## src/rtl/cell_settle_ctrl.sv

```systemverilog
module cell_settle_ctrl #(
  parameter int NUM_CELLS    = 8,
  parameter int INS_PER_CELL = 2,
  parameter int NUM_GROUPS   = 2,
  parameter int CYC_LIMIT    = 16,
  parameter int DELTA_W      = 8,
  localparam int IDX_W   = (NUM_CELLS > 1) ? $clog2(NUM_CELLS) : 1,
  localparam int NUM_INS = NUM_CELLS * INS_PER_CELL,
  localparam int CYC_W   = $clog2(CYC_LIMIT + 1)
) (
  input  logic                        clk,
  input  logic                        rst_n,
  input  logic [NUM_GROUPS-1:0]       eval_req,
  input  logic [NUM_GROUPS*IDX_W-1:0] eval_idx,
  input  logic [NUM_INS-1:0]          in_chg,
  input  logic [NUM_GROUPS-1:0]       grp_busy,
  input  logic [NUM_CELLS-1:0]        st_chg,
  output logic [NUM_CELLS-1:0]        dirty,
  output logic [NUM_INS-1:0]          in_pend,
  output logic                        stable,
  output logic                        advance,
  output logic                        done,
  output logic [DELTA_W-1:0]          delta_cnt,
  output logic [CYC_W-1:0]            sys_cyc
);

  localparam logic [IDX_W:0] CELLS_V = NUM_CELLS[IDX_W:0];
  localparam logic [CYC_W-1:0] LIMIT_V = CYC_LIMIT[CYC_W-1:0];

  logic [NUM_CELLS-1:0] clr, hit;
  logic [NUM_INS-1:0]   clr_in;
  logic                 adv_q;

  always_comb begin
    clr = '0;
    for (int g = 0; g < NUM_GROUPS; g++) begin
      if (eval_req[g] && ({1'b0, eval_idx[g*IDX_W +: IDX_W]} < CELLS_V))
        clr[eval_idx[g*IDX_W +: IDX_W]] = 1'b1;
    end
  end

  for (genvar c = 0; c < NUM_CELLS; c++) begin : g_cell
    assign hit[c] = |in_chg[c*INS_PER_CELL +: INS_PER_CELL];
    assign clr_in[c*INS_PER_CELL +: INS_PER_CELL] = {INS_PER_CELL{clr[c]}};
  end

  assign stable  = ~|dirty & ~|grp_busy;
  assign done    = (sys_cyc == LIMIT_V);
  assign advance = stable & ~adv_q & ~done;

  always_ff @(posedge clk) begin
    if (!rst_n) begin
      dirty     <= '1;
      in_pend   <= '0;
      adv_q     <= 1'b0;
      delta_cnt <= DELTA_W'(1);
      sys_cyc   <= CYC_W'(1);
    end else begin
      dirty   <= (dirty & ~clr) | hit | (advance ? st_chg : '0);
      in_pend <= (in_pend & ~clr_in) | in_chg;
      adv_q   <= advance;
      if (advance) begin
        delta_cnt <= DELTA_W'(1);
        sys_cyc   <= sys_cyc + 1'b1;
      end else if (!stable && delta_cnt != '1) begin
        delta_cnt <= delta_cnt + 1'b1;
      end
    end
  end

endmodule


```

## config.mk

```make
export PLATFORM = sky130hd
export DESIGN_NAME = cell_settle_ctrl
export DESIGN_NICKNAME = d
export VERILOG_FILES = /design/src/rtl/cell_settle_ctrl.sv
export SDC_FILE = /design/constraint.sdc
export NUM_CORES = 1
export LEC_CHECK = 0
export BUFFER_PORTS_ARGS = -buffer_cell sky130_fd_sc_hd__buf_2
export CORE_MARGIN = 1
export CORE_UTILIZATION = 46
export DETAILED_ROUTE_END_ITERATION = 7
export PLACE_DENSITY = 0.79
export SYNTH_ARGS = -nofsm -noshare
export SYNTH_HDL_FRONTEND = slang
export SYNTH_SLANG_ARGS = --single-unit
```

## constraint.sdc

```tcl
create_clock -name clk -period 2.1 [get_ports clk]
set_input_delay 0 -clock clk [delete_from_list [all_inputs] [get_ports clk]]
set_output_delay 0 -clock clk [all_outputs]
set_load 0.02 [all_outputs]
```

==> metrics.md <==
| Metric | Value |
|---|---|
| Status | `finished, final reports clean` |
| CP required | `2.10 ns` |
| Initial antenna violation count | `0` |
| Worst skew pair latency | `~0.34 ns` |
| Post-Place Worst Slack | `approximately 0.16 ns` |
| Number of vias per cell | `~5.3` |
| Final Hold Fails | `0` |
| Placed cell count | `just under 300` |
| Longest Clk Path Bufs | `2` |
| Routed Antenna Nets | `0` |
| Layout cells sized above 1 | `0.312` |
| Reported max-cap violation count | `0` |
| Syn. warnings | `0` |
| CP startpoint | `sys_cyc[0]$_SDFFE_PN1N_` |
| Post-route DRC | `0` |
| Worst setup SP type | `flop` |
| PortBufs | `75` |
| I/O Pins | `76` |
| Most common cell after layout, fill and taps aside | `buf_2` |
| Total GRT Usage | `0.240` |
| Post-Syn Instances | `180` |
| Via count | `1763` |
| Flops & latches, synth | `38` |
| Worst VDD drop | `0.493 mV` |
| Final std cells w/o fill | `between 300 and 400` |
| FF-to-FF Start | `delta_cnt[0]$_SDFFE_PP1P_` |
| Tcrit/Tclk final | `0.934` |
| Sequential area share after synthesis | `0.460` |
| Final WS setup | `0.139 ns` |
| Setup TNS | `0 ns` |
| Flop2flop setup slack | `around 0.29 ns` |
| Initial Utilization | `0.488` |
| Die Width | `just over 60 um` |
| CP endpoint kind | `output pin` |
| Post-synth top area cell | `dfxtp_1` |
| Gpl congestion | `between 0.8 and 0.9` |
| Placed inst area | `2050 um^2` |
| Vias in the first global route | `roughly 1500` |
| CORE AREA | `around 3400 um^2` |
| Clk root buf | `clkbuf_4` |
| RSZ-0062 raised after global routing | `false` |
| Post-route cell area | `2390 um^2` |
| Post-Syn Area | `approximately 1700 um^2` |
| Minimum clock period | `roughly 2.0 ns` |
| Die H | `between 60 and 70 um` |
| Final setup fails | `0` |
| Post-Syn Nets | `approximately 220` |
| Worst Path Arrival | `between 1.5 and 2 ns` |
| CP Class | `flop to output pin` |
| Reg-to-Reg End | `delta_cnt[3]$_SDFFE_PP0P_` |
| Drt initial violations | `80` |
| # fillers | `around 280` |
| Peak Freq | `between 500 and 600 MHz` |
| Most frequent cells in the layout | `buf_2, dfxtp_1, dlygate4sd3_1, a21oi_1, nor2_1` |
| Worst Setup EP | `advance` |
| Hold crit path type | `primary input to flop` |
| Final Skew | `roughly 0.0052 ns` |
| Final core utilization | `0.705` |
| Iteration count of the initial detailed-routing pass | `4` |
| Routed wire length | `between 4000 and 5000 um` |
| GRT overflow | `0` |
| R2R cell count | `5` |
| Static Leak | `1.07 nW` |
| Reg clk slew, reported paths | `around 0.11 ns` |
| Total number of H-tree levels | `2` |
| Post-synth top area share | `0.460` |
| Nets@finish | `323` |
| Die Footprint | `between 3000 and 4000 um^2` |
| Slew Limit Fails | `0` |
| Rel. slew slack | `0.557` |
| Mapped Avg Cell Area | `slightly above 9 um^2` |
| Area grow syn2layout | `44.4%` |
| Synth top area cells | `dfxtp_1, a21oi_1, a221o_1` |
| Tightest Pin Transition | `between 0.6 and 0.7 ns` |
| First-pass GRT wire length | `~6700 um` |
| Clock sinks | `38` |
| Post-synth cell types | `37` |
| Drt wl/cell | `around 13 um` |
| Number of diodes | `0` |
| Largest net degree at the start of global routing | `26` |
| # rows | `21` |
| Pwr per Cell Area | `588 nW/um^2` |
| CTS tree | `done` |
| Total CTS buffers | `5` |
| Detailed placement HPWL | `2950 um` |
| Worst-path fanout max | `6` |
## area by class of cell
class                           instances  area, um^2  area share
Timing Repair Buffer                  105         663       0.277
Clock inverter                          1        5.00     0.00209
Multi-Input combinational cell        128         827       0.346
Sequential cell                        38         761       0.318
Inverter                                6        22.5     0.00942
Tap cell                               46        57.6      0.0241
Clock buffer                            7        55.1      0.0230
## per-layer routing
| layer | vias up | share of wire | GRT usage | wire length [um] |
|---|---|---|---|---|
| li1 | 882 | - | - | - |
| met1 | 808 | 0.43 | 0.287 | 1920 |
| met2 | 62 | 0.49 | 0.392 | 2160 |
| met3 | 11 | 0.058 | 0.0828 | 257 |
| met4 | 0 | 0.021 | 0.0984 | 95 |
| met5 | - | 0 | 0 | 0 |
## per-stage QoR
step	total power, W	hold WS [ns]
floorplan	0.000899	0.117
global placement	0.000980	0.215
detailed placement	0.000983	0.228
CTS	0.00141	0.106
global route	0.00148	0.166
finish	0.00141	0.127
## cell families (layout without fill, tap and decap cells)
group / Yosys count / in the layout / synth area share
AO/OA/AOI/OAI: 46 / 46 / 0.187
XOR/XNOR: 1 / 1 / 0.00529
adder cells (fa/ha/maj): 3 / 3 / 0.0227
buffers and inverters: 14 / 119 / 0.0431
flip-flops: 38 / 38 / 0.460
multiplexers: 4 / 4 / 0.0242
AND/OR/NAND/NOR: 74 / 74 / 0.258
## report_power, final
group	total (W)	switching (W)	internal [W]
Combinational	0.000232	0.000124	0.000109
Clock	0.000399	0.000237	0.000162
Sequential	0.000774	0.0000218	0.000752
Total	0.00140	0.000382	0.00102
## flip-flops by register name, indices dropped and copies added, names as in the netlist
signal	flops
sys_cyc	5
dirty	8
in_pend	16
delta_cnt	8
adv_q	1
## what timing repair did
| action | in CTS | in global routing |
|---|---|---|
| gates cloned | 0 | 0 |
| endpoints found under the setup margin | 1 | 1 |
| gates resized for setup | 2 | 0 |
| setup buffers | 0 | 3 |
| hold buffers | 25 | 0 |
| endpoints found under the hold margin | 25 | 0 |
## worst min-delay path by stage
stage,slack (ns),endpoint,start,cells after the start
after global routing,0.17,in_pend[12]$_SDFF_PN0_,eval_idx[2],4
after CTS,0.11,in_pend[13]$_SDFF_PN0_,eval_idx[2],4
after floorplan,0.12,in_pend[0]$_SDFF_PN0_,in_chg[0],2
final,0.13,in_pend[12]$_SDFF_PN0_,eval_idx[2],4
after global placement,0.21,in_pend[15]$_SDFF_PN0_,in_chg[15],3
after detailed placement,0.23,dirty[2]$_SDFF_PN1_,st_chg[2],2
## worst max-delay path, stage by stage (launching register included)
cell and delay (ns):
dfxtp_1 0.43, inv_1 0.07, ha_1 0.20, and4bb_1 0.22, and4b_4 0.38, buf_4 0.15, buf_2 0.16
## cells in the mapped netlist
cell type  instances
and4_1             2
nor4b_1            1
a21oi_1           22
buf_2              3
or3b_1             1
nand3_1            6
nor3_1             3
a22oi_1            2
and3_1             1
or3_1              8
dfxtp_1           38
o31ai_1            3
nand2_1            6
nor3b_1            1
nand2b_1           3
buf_6              2
nor2_1            20
a221o_1            8
o21ai_0            2
mux2i_1            4
a31oi_1            2
a32oi_1            4
and2_1             3
ha_1               3
o21bai_1           1
and4bb_1           1
o41ai_1            2
or4_1              4
nor4_1             2
clkbuf_1           3
nor2b_1            5
xnor2_1            1
inv_1              6
nand4_1            2
nand2b_4           1
nand3b_1           2
and4b_1            2
No activity file was read; power rests on OpenSTA's default activity.
